--- src/rtl/gtc_pkg.sv ---
package gtc_pkg;

    localparam int BYTE_W      = 8;
    localparam int M0_LOW_BITS = 5;
    localparam int CTRL_W      = 5;

    typedef enum logic {
        MODE_13 = 1'b0,
        MODE_16 = 1'b1
    } gtc_mode_t;

    typedef enum logic {
        SRC_CLOCK = 1'b0,
        SRC_PIN   = 1'b1
    } gtc_src_t;

    // Packed MSB first: bit4 fast, bit3 mode, bit2 src, bit1 gate, bit0 run
    typedef struct packed {
        logic      fast;
        gtc_mode_t mode;
        gtc_src_t  src;
        logic      gate;
        logic      run;
    } gtc_ctrl_t;

    // True when the count sits at its terminal value for the given width
    function automatic logic at_terminal(input gtc_mode_t mode,
                                         input logic [BYTE_W-1:0] lo,
                                         input logic [BYTE_W-1:0] hi);
        if (mode == MODE_16)
            return (&lo) && (&hi);
        else
            return (&lo[M0_LOW_BITS-1:0]) && (&hi);
    endfunction

endpackage

--- src/rtl/gtc_sync.sv ---
module gtc_sync #(
    parameter int STAGES = 2,
    parameter int W      = 1
) (
    input  logic         clk,
    input  logic         rst,
    input  logic [W-1:0] d,
    output logic [W-1:0] q
);

    logic [W-1:0] stage_q [STAGES];

    always_ff @(posedge clk) begin
        if (rst) begin
            for (int i = 0; i < STAGES; i++)
                stage_q[i] <= '0;
        end else begin
            stage_q[0] <= d;
            for (int i = 1; i < STAGES; i++)
                stage_q[i] <= stage_q[i-1];
        end
    end

    assign q = stage_q[STAGES-1];

endmodule

--- src/rtl/gtc_prescale.sv ---
module gtc_prescale #(
    parameter int DIV_SLOW = 12,
    parameter int DIV_FAST = 4
) (
    input  logic clk,
    input  logic rst,
    input  logic run,
    input  logic fast,
    output logic tick
);

    localparam int MAX_DIV = (DIV_SLOW > DIV_FAST) ? DIV_SLOW : DIV_FAST;
    localparam int CNT_W   = (MAX_DIV > 2) ? $clog2(MAX_DIV) : 1;
    localparam logic [CNT_W-1:0] LIM_SLOW = CNT_W'(DIV_SLOW - 1);
    localparam logic [CNT_W-1:0] LIM_FAST = CNT_W'(DIV_FAST - 1);

    logic [CNT_W-1:0] div_q;
    logic [CNT_W-1:0] limit;

    assign limit = fast ? LIM_FAST : LIM_SLOW;
    assign tick  = run && (div_q >= limit);

    always_ff @(posedge clk) begin
        if (rst || !run || tick)
            div_q <= '0;
        else
            div_q <= div_q + CNT_W'(1);
    end

endmodule

--- src/rtl/gtc_count.sv ---
module gtc_count
    import gtc_pkg::*;
(
    input  logic              clk,
    input  logic              rst,
    input  gtc_mode_t         mode,
    input  logic              inc,
    input  logic              lo_wr,
    input  logic [BYTE_W-1:0] lo_wdata,
    input  logic              hi_wr,
    input  logic [BYTE_W-1:0] hi_wdata,
    output logic [BYTE_W-1:0] lo_q,
    output logic [BYTE_W-1:0] hi_q,
    output logic              wrap
);

    localparam int W16 = 2 * BYTE_W;
    localparam int W13 = BYTE_W + M0_LOW_BITS;

    logic [BYTE_W-1:0] lo_n;
    logic [BYTE_W-1:0] hi_n;
    logic              bump;
    logic [W16-1:0]    sum16;
    logic [W13-1:0]    sum13;

    assign bump  = inc && !lo_wr && !hi_wr;
    assign sum16 = {hi_q, lo_q} + W16'(1);
    assign sum13 = {hi_q, lo_q[M0_LOW_BITS-1:0]} + W13'(1);

    always_comb begin
        lo_n = lo_q;
        hi_n = hi_q;
        wrap = 1'b0;
        if (bump) begin
            wrap = at_terminal(mode, lo_q, hi_q);
            if (mode == MODE_16) begin
                lo_n = sum16[BYTE_W-1:0];
                hi_n = sum16[W16-1:BYTE_W];
            end else begin
                lo_n[M0_LOW_BITS-1:0] = sum13[M0_LOW_BITS-1:0];
                hi_n = sum13[W13-1:M0_LOW_BITS];
            end
        end
        if (lo_wr) lo_n = lo_wdata;
        if (hi_wr) hi_n = hi_wdata;
    end

    always_ff @(posedge clk) begin
        if (rst) begin
            lo_q <= '0;
            hi_q <= '0;
        end else begin
            lo_q <= lo_n;
            hi_q <= hi_n;
        end
    end

endmodule

--- src/rtl/gtc_timer.sv ---
module gtc_timer
    import gtc_pkg::*;
#(
    parameter int DIV_SLOW    = 12,
    parameter int DIV_FAST    = 4,
    parameter int SYNC_STAGES = 2
) (
    input  logic              clk,
    input  logic              rst,
    input  logic              ctrl_wr,
    input  logic [CTRL_W-1:0] ctrl_wdata,
    output logic [CTRL_W-1:0] ctrl_rdata,
    input  logic              lo_wr,
    input  logic [BYTE_W-1:0] lo_wdata,
    output logic [BYTE_W-1:0] lo_rdata,
    input  logic              hi_wr,
    input  logic [BYTE_W-1:0] hi_wdata,
    output logic [BYTE_W-1:0] hi_rdata,
    input  logic              flag_clr,
    input  logic              gate_pin,
    input  logic              count_pin,
    output logic              ovf_flag,
    output logic              ovf_pulse
);

    gtc_ctrl_t  ctrl_q;
    logic [1:0] pins_s;
    logic       gate_s;
    logic       cnt_s;
    logic       cnt_prev;
    logic       fall;
    logic       tick;
    logic       allow;
    logic       inc;
    logic       wrap;

    // Control register
    always_ff @(posedge clk) begin
        if (rst)
            ctrl_q <= '0;
        else if (ctrl_wr)
            ctrl_q <= gtc_ctrl_t'(ctrl_wdata);
    end
    assign ctrl_rdata = ctrl_q;

    // Pin synchronizers
    gtc_sync #(.STAGES(SYNC_STAGES), .W(2)) u_sync (
        .clk (clk),
        .rst (rst),
        .d   ({gate_pin, count_pin}),
        .q   (pins_s)
    );
    assign gate_s = pins_s[1];
    assign cnt_s  = pins_s[0];

    always_ff @(posedge clk) begin
        if (rst) cnt_prev <= 1'b0;
        else     cnt_prev <= cnt_s;
    end
    assign fall = cnt_prev && !cnt_s;

    // Clock divider
    gtc_prescale #(.DIV_SLOW(DIV_SLOW), .DIV_FAST(DIV_FAST)) u_pre (
        .clk  (clk),
        .rst  (rst),
        .run  (ctrl_q.run),
        .fast (ctrl_q.fast),
        .tick (tick)
    );

    assign allow = ctrl_q.run && (!ctrl_q.gate || gate_s);
    assign inc   = allow && ((ctrl_q.src == SRC_PIN) ? fall : tick);

    // Count registers
    gtc_count u_cnt (
        .clk      (clk),
        .rst      (rst),
        .mode     (ctrl_q.mode),
        .inc      (inc),
        .lo_wr    (lo_wr),
        .lo_wdata (lo_wdata),
        .hi_wr    (hi_wr),
        .hi_wdata (hi_wdata),
        .lo_q     (lo_rdata),
        .hi_q     (hi_rdata),
        .wrap     (wrap)
    );

    // Overflow reporting: set has priority over clear
    always_ff @(posedge clk) begin
        if (rst) begin
            ovf_flag  <= 1'b0;
            ovf_pulse <= 1'b0;
        end else begin
            ovf_pulse <= wrap;
            if (wrap)
                ovf_flag <= 1'b1;
            else if (flag_clr)
                ovf_flag <= 1'b0;
        end
    end

endmodule

--- config.mk ---
export PLATFORM = sky130hd
export DESIGN_NAME = gtc_timer
export DESIGN_NICKNAME = d
export VERILOG_FILES = /design/src/rtl/gtc_pkg.sv /design/src/rtl/gtc_sync.sv /design/src/rtl/gtc_prescale.sv /design/src/rtl/gtc_count.sv /design/src/rtl/gtc_timer.sv
export SDC_FILE = /design/constraint.sdc
export NUM_CORES = 1
export LEC_CHECK = 0
export BUFFER_PORTS_ARGS = -buffer_cell sky130_fd_sc_hd__clkbuf_2
export CAP_MARGIN = 20
export CORE_MARGIN = 2
export CORE_UTILIZATION = 43
export CTS_CLUSTER_DIAMETER = 30
export DETAILED_ROUTE_END_ITERATION = 16
export PLACE_DENSITY = 0.74
export SETUP_SLACK_MARGIN = 0.02
export SYNTH_ARGS = -nofsm -noshare
export SYNTH_HDL_FRONTEND = slang
export SYNTH_SLANG_ARGS = --single-unit
--- constraint.sdc ---
create_clock -name clk -period 2 [get_ports clk]
set_input_delay 0.4 -clock clk [delete_from_list [all_inputs] [get_ports clk]]
set_output_delay 0.4 -clock clk [all_outputs]
set_load 0.1 [all_outputs]
# --- Word level (Yosys, flattened, before mapping) ---
# Memories as Yosys holds them, arrays and structs flattened.
# Cells that the tools add are included.
word_totals:
  memories: 1
  output_inout_bits: 23
  input_bits: 29
  elab_cells: 61
  register_bits: 28
  ramBits: 4
classes:
  magnitude_cmp: 1
  muxes: 18
  addsub: 3
  n_bitwise: 2
  reduce_logical: 24
mem_list:
  columns: ["memory", "depth", "word_bits", "read_ports", "rd_ports_with_merged_regs", "write_ports", "line_no", "source"]
  rows:
  - ["u_sync.stage_q", 2, 2, 2, 0, 2, "gtc_sync.sv:11", "logic [W-1:0] stage_q [STAGES];"]
ops:
  columns: ["op", "n"]
  rows:
  - ["$mux 8", 5]
  - ["$add 16x1->16 const B", 1]
  - ["$reduce_and 8->1", 2]
  - ["$add 13x1->13 const B", 1]
  - ["$logic_and 1x1->1", 8]
  - ["$mux 1", 8]
  - ["$reduce_bool 2->1", 4]
  - ["$logic_not 1->1", 5]
  - ["$mux 5", 1]
  - ["$reduce_and 5->1", 1]
  - ["$add 4x1->4 const B", 1]
  - ["$ge 4x4->1", 1]
  - ["$mux 2", 2]
  - ["$mux 4", 1]
  - ["$logic_or 1x1->1", 3]
  - ["$mux 3", 1]
  - ["$or 1x1->1", 2]
  - ["$reduce_and 2->1", 1]

# --- Depth between registers and ports, before layout ---
logic_depth:
  word_depth: 9
  depth_mapped: 7
  depth_no_buf: 7

# --- Hierarchy ---
# Synthesis repeated with hierarchy kept, for this count alone.
unflattened:
  cells_unflattened: 202
  hier_area_um2: 1765.4
modules_own_cells:
  columns: ["mod", "instances", "seq_area_each_um2", "area_each_um2", "cells_per_inst"]
  rows:
  - ["gtc_count", 1, 320.3, 1162.4, 145]
  - ["gtc_timer", 1, 160.2, 307.8, 30]
  - ["gtc_prescale", 1, 80.1, 175.2, 17]
  - ["gtc_sync", 1, 80.1, 120.1, 10]

# --- Worst setup path before layout ---
# No wires, ideal clock.
synth_path:
  path_kind: "flip-flop to flip-flop"
  from: "reg u_cnt.lo_q[0]"
  to: "reg u_cnt.hi_q[2]"
  setup_ps: 91
  required_time_ps: 1909
  path_stages_with_launch: 7
  setup_slack_ps: -462
  path_buffers: 0
  synth_period_minus_slack_ps: 2462
  arrival_ps: 2370
  cell_sequence: "dfxtp_1 -> ha_1 -> nand4_1 -> o32ai_2 -> nand3_1 -> or3_1 -> a311oi_1"
synth_between:
  elab_chain_cells: 4
  elab_cells_between_ends: 5
  classes_between: "2 x add/sub; 3 x mux"
synth_lines:
  columns: ["item", "line_no", "source"]
  rows:
  - ["from (decl)", "gtc_count.sv:12", "output logic [BYTE_W-1:0] lo_q,"]
  - ["from (signal assigned)", "gtc_count.sv:53", "lo_q <= lo_n;"]
  - ["$add 16x1->16 or $add 13x1->13 (tied branches)", "gtc_count.sv:27, gtc_count.sv:28", null]
  - ["$mux 8 (*)", "gtc_count.sv:36", "if (mode == MODE_16) begin"]
  - ["$mux 8 (*)", "gtc_count.sv:34", "if (bump) begin"]
  - ["$mux 8 (*)", "gtc_count.sv:45", "if (hi_wr) hi_n = hi_wdata;"]
  - ["to (signal assigned)", "gtc_count.sv:54", "hi_q <= hi_n;"]
  - ["to (decl)", "gtc_count.sv:13", "output logic [BYTE_W-1:0] hi_q,"]
# Mark *: on every way between the ends. The rest lies on a longest branch, timed or not. The select of a mux whose other input is x is not followed.
# A chain may end at the register's enable or synchronous reset.

# --- Final worst setup path ---
layout_path:
  from: "reg u_pre.div_q[3]"
  to: "reg u_cnt.hi_q[7]"
layout_between:
  elab_chain_cells: 7
layout_lines:
  columns: ["item", "line_no", "source"]
  rows:
  - ["from (decl)", "gtc_prescale.sv:17", "logic [CNT_W-1:0] div_q;"]
  - ["from (signal assigned)", "gtc_prescale.sv:27", "div_q <= div_q + CNT_W'(1);"]
  - ["$ge 4x4->1", "gtc_prescale.sv:21", "assign tick = run && (div_q >= limit);"]
  - ["$logic_and 1x1->1", "gtc_prescale.sv:21", null]
  - ["$mux 1", "gtc_timer.sv:72", "assign inc = allow && ((ctrl_q.src == SRC_PIN) ? fall : tick);"]
  - ["$logic_and 1x1->1", "gtc_timer.sv:72", null]
  - ["$logic_and 1x1->1 (2 in a row)", "gtc_count.sv:26", "assign bump = inc && !lo_wr && !hi_wr;"]
  - ["$reduce_bool 2->1 (no source line)", null, null]
# Every way passes these cells.

==> summary by stage <==
Worst setup path
The buffering stage count on the worst path with inverters included is 0. The kind of start point of the critical path is a flip-flop. For the worst setup path, the data arrival time is approximately 2100 ps. The signal on the critical path passes through ha_1 > o21ai_2 > a22oi_4 > nand4_4 > or3_1 > a311oi_1. The worst stage delay on the critical path is ~370 ps.

Among cell families on the critical path, the largest total delay comes from compound AO/OA/AOI/OAI gates. The highest fanout seen on the critical path is 8. The critical path's slowest cell is sky130_fd_sc_hd__or3_1. The worst setup path is of the reg2reg kind. For the worst setup path, the data required time is 2250 ps. The endpoint kind of the worst setup timing path is a flip-flop.

STA
Setup violations remaining at the end of the flow were counted as 0. The final number of hold-violating endpoints was 0. After layout, the minimum clock period comes to roughly 1900 ps. The highest clock rate is ~530 MHz. Measured against its own limit, the worst slew margin works out to 63.6%. Setup repair after global routing left no endpoint under its margin. The final-report max-slew violation count is 0. For the final routed database, the setup TNS stands at 0 ps. In the finished design, the share of the clock period the worst path needs comes to 93.5%. The worst-margin pin slew is between 500 and 600 ps.

The worst-case hold slack is 273 ps. Across the routed clock network, the largest skew measured is a little under 9 ps.

Floorplanning
The height of the chip is between 60 and 70 microns. The effective utilization at floorplan is a little under half. The floorplan step defined a core boundary enclosing between 3000 and 4000 sq um. In this run the count of I/O pins placed on the die edge is 52. In this run the core area contains 21 standard-cell rows. The die outline width is about 65 microns. The die outline area is about 4200 sq um.

Route
The detailed router finished its first iteration with 78 violations. For this run, design rule violations remaining after detail routing come to 0. The routed wire length is ~3500 microns.

In the final routed layout, each cell accounts on average for roughly 13 microns. After detailed routing, the number of vias per cell comes to 5.28. For this run, the detailed router's first-pass iteration total came to 4. Once detail routing completed, the nets flagged for antenna violations numbered 0. The routed layout has between 1000 and 1500 vias.

Clock network
The clock reaches the later pin of the worst-skew pair after around 330 ps. The largest buffer count on any clock path is 2. The number of buffers inserted for hold repair after clock tree synthesis is 0.

The H-tree was split into 2 levels. The number of buffers created by CTS is 5. The buffer type at the clock tree root is sky130_fd_sc_hd__clkbuf_4. TritonCTS built the clock tree. After clock tree synthesis, the clock-pin slew on the worst setup and hold paths is roughly 90 ps. The number of clock sinks seen by CTS is 32.

Yosys
After synthesis, the mean cell area works out to about 9.1 sq um. The instance count of the mapped netlist is between 150 and 200. After synthesis, the largest family of logic cells by area is simple AND/OR/NAND/NOR gates. The total number of yosys warnings is 0. Synthesis produced a netlist with a net count of a little over 200. After synthesis, the netlist uses 45 different library cells.

The cell area that synthesis handed to floorplanning was about 1600 sq um. The multiplexer area fraction after synthesis is under 10%. The synthesized netlist devotes 16.5% of its cell area to compound gates.

The most instantiated flip-flop cell in the synthesis netlist is sky130_fd_sc_hd__dfxtp_1. Of all flip-flops after synthesis, the portion carrying an async set or reset was 0%. The share of synthesized cell area in full adder, half adder and majority cells is under 10%. Of the synthesized area, sequential elements account for between 40% and 50%. Of the total synthesized cell area, the portion taken by XOR and XNOR cells is between 3 and 4%. The simple-gate share of the synthesized area is between 20 and 30%. The synthesized design contains 0 enable-type register cells.

After synthesis the netlist holds a flip-flop and latch count of 32.

Global route
The number of global-route vias before repair is around 1300. The global-route wire length before repair is between 5000 and 6000 microns. The number of antenna violations at the first check in global routing is 0.

After global routing the overflow that remains totals 0. Global routing consumed, over all layers together, 17.8% of the routing resources. Entering global routing, the biggest net connects 17 pins.

Cells and area
The antenna diode count is 0. The area added between synthesis and finish is 24.2%. The layout net count is approximately 260.

Cells fill 57.3% of the core in the end. The final cell count without fillers is 275. Of the cells placed in the final design, the portion with a size suffix greater than 1 is around two fifths.

Run
Across the run, the number of max-cap violations was 0.

Outcome
The flow ran to the end, and the final reports show no timing, DRC or antenna violations.

Power
Across the VDD grid, the largest voltage drop is 0.397 mV. Power spread over the standard cell area amounts to 716 nW/um^2. Of the total power, combinational logic draws between 20% and 30%. The net switching power is just over 500 uW. The internal power of the cells totals 888 uW. After layout, the design draws a total of 1.40 mW. Sequential cells burn between 50% and 60% of the power. The relative contribution of the clock network to total power is around 25%. The proportion of total power due to net switching is between 30% and 40%.

The cell leakage power is slightly above 0.8 nW.

Min path
The min-delay analysis places its worst path in the category in2reg.

Placement
The final weighted congestion in routability-driven placement is 0.878. Port buffering added 51 buffers. The detailed-placement wirelength estimate is around 2700 microns. Counting tap cells, the placed design contains a total of between 200 and 300 instances.
registers in the layout, summed over array words and instances (netlist names):
signal and cells:
ovf_pulse 1, u_cnt.hi_q 8, ctrl_rdata 5, cnt_prev 1
u_sync.stage_q 4, u_pre.div_q 4, u_cnt.lo_q 8, ovf_flag 1
worst paths after layout:
| path | start | endpoint | slack (ps) | depth (start not counted) |
|---|---|---|---|---|
| setup reg to reg | u_pre.div_q[3]$_SDFF_PP0_ | u_cnt.hi_q[7]$_SDFFE_PP0P_ | 130 | 6 |
| hold reg to reg | u_sync.stage_q[0][1]$_SDFF_PP0_ | u_sync.stage_q[0][3]$_SDFF_PP0_ | 440 | 1 |
| hold / removal | gate_pin | u_sync.stage_q[0][1]$_SDFF_PP0_ | 270 | 2 |
| setup / recovery | u_pre.div_q[3]$_SDFF_PP0_ | u_cnt.hi_q[7]$_SDFFE_PP0P_ | 130 | 6 |
synth_stat cells (all sizes together), types with 5 or more instances:
library cell  count  share of area (%)
nand3             9                3.2
a211oi            5                2.4
inv               5                1.2
dfxtp            32                 41
buf               5                2.5
a311oi            5                2.8
or3               8                3.2
nor2b             5                2.0
nand4             5                2.4
o21ai             6                2.1
nor2             24                6.2
and3              6                2.6
nand2            10                2.4
mux2i             5                3.2
cells by family after synthesis:
kind of cell               count (synthesis)
and+or+nand+nor                           77
AOI/OAI and AO/OA                         34
DFF                                       32
buffers and inverters                     14
xor gates and xnor gates                   7
muxes                                      5
adders and majority gates                  4
stage by stage:
stage	cell area [sq um]	setup slack, ps
after floorplan	1600	21.6
after global placement	1860	176
after detailed placement	1860	114
after CTS	1910	92.9
after global routing	1960	13.2
final	1960	131
layout by cell type (no fill, tap or decap), types with 5 or more instances in the layout:
cell type and instances:
sky130_fd_sc_hd__clkbuf_4 5, sky130_fd_sc_hd__a211oi_1 5, sky130_fd_sc_hd__nand2_1 10, sky130_fd_sc_hd__nand3_1 7, sky130_fd_sc_hd__o21ai_0 5, sky130_fd_sc_hd__nor2b_1 5
sky130_fd_sc_hd__buf_4 6, sky130_fd_sc_hd__clkbuf_2 51, sky130_fd_sc_hd__inv_1 5, sky130_fd_sc_hd__mux2i_1 5, sky130_fd_sc_hd__or3_1 8, sky130_fd_sc_hd__nor2_1 21
sky130_fd_sc_hd__dfxtp_2 13, sky130_fd_sc_hd__dfxtp_1 17
per-layer routing:
metal | global-route usage (%) | wire length, microns | vias up
met2 | 28.6 | 1590 | 42
met3 | 6.42 | 212 | 7
li1 | - | - | 737
met4 | 5.59 | 63 | 0
met5 | 0 | 0 | -
met1 | 22.2 | 1630 | 665
worst register-to-register path, delay by kind of cell (launching register included):
kind / cells / cell delay, ps
fa+ha+maj: 1 / 290
flops: 1 / 330
compound gates: 3 / 630
simple gates: 2 / 540
layout make-up:
class                      count  area [sq um]
multi-input combinational    127           866
fill                         319          1460
tap                           46          57.6
timing repair buffer          57           300
clock buffer                   7          45.0
inverter                       5          18.8
clock inverter                 1          3.75
sequential                    32           664
repair_timing:
action | CTS | global route
setup endpoints to repair | 0 | 5
setup buffers | 0 | 3
endpoints found under the hold margin | 0 | 0
resized for setup | 0 | 3
power groups by stage:
stage / clock, mW / combinational [mW] / sequential [mW]
finish: 0.343 / 0.349 / 0.708
global route: 0.380 / 0.367 / 0.715
CTS: 0.347 / 0.345 / 0.708
detailed placement: 0 / 0.344 / 0.723
global placement: 0 / 0.341 / 0.722
floorplan: 0 / 0.115 / 0.883
(Power assumes the default switching activity.)
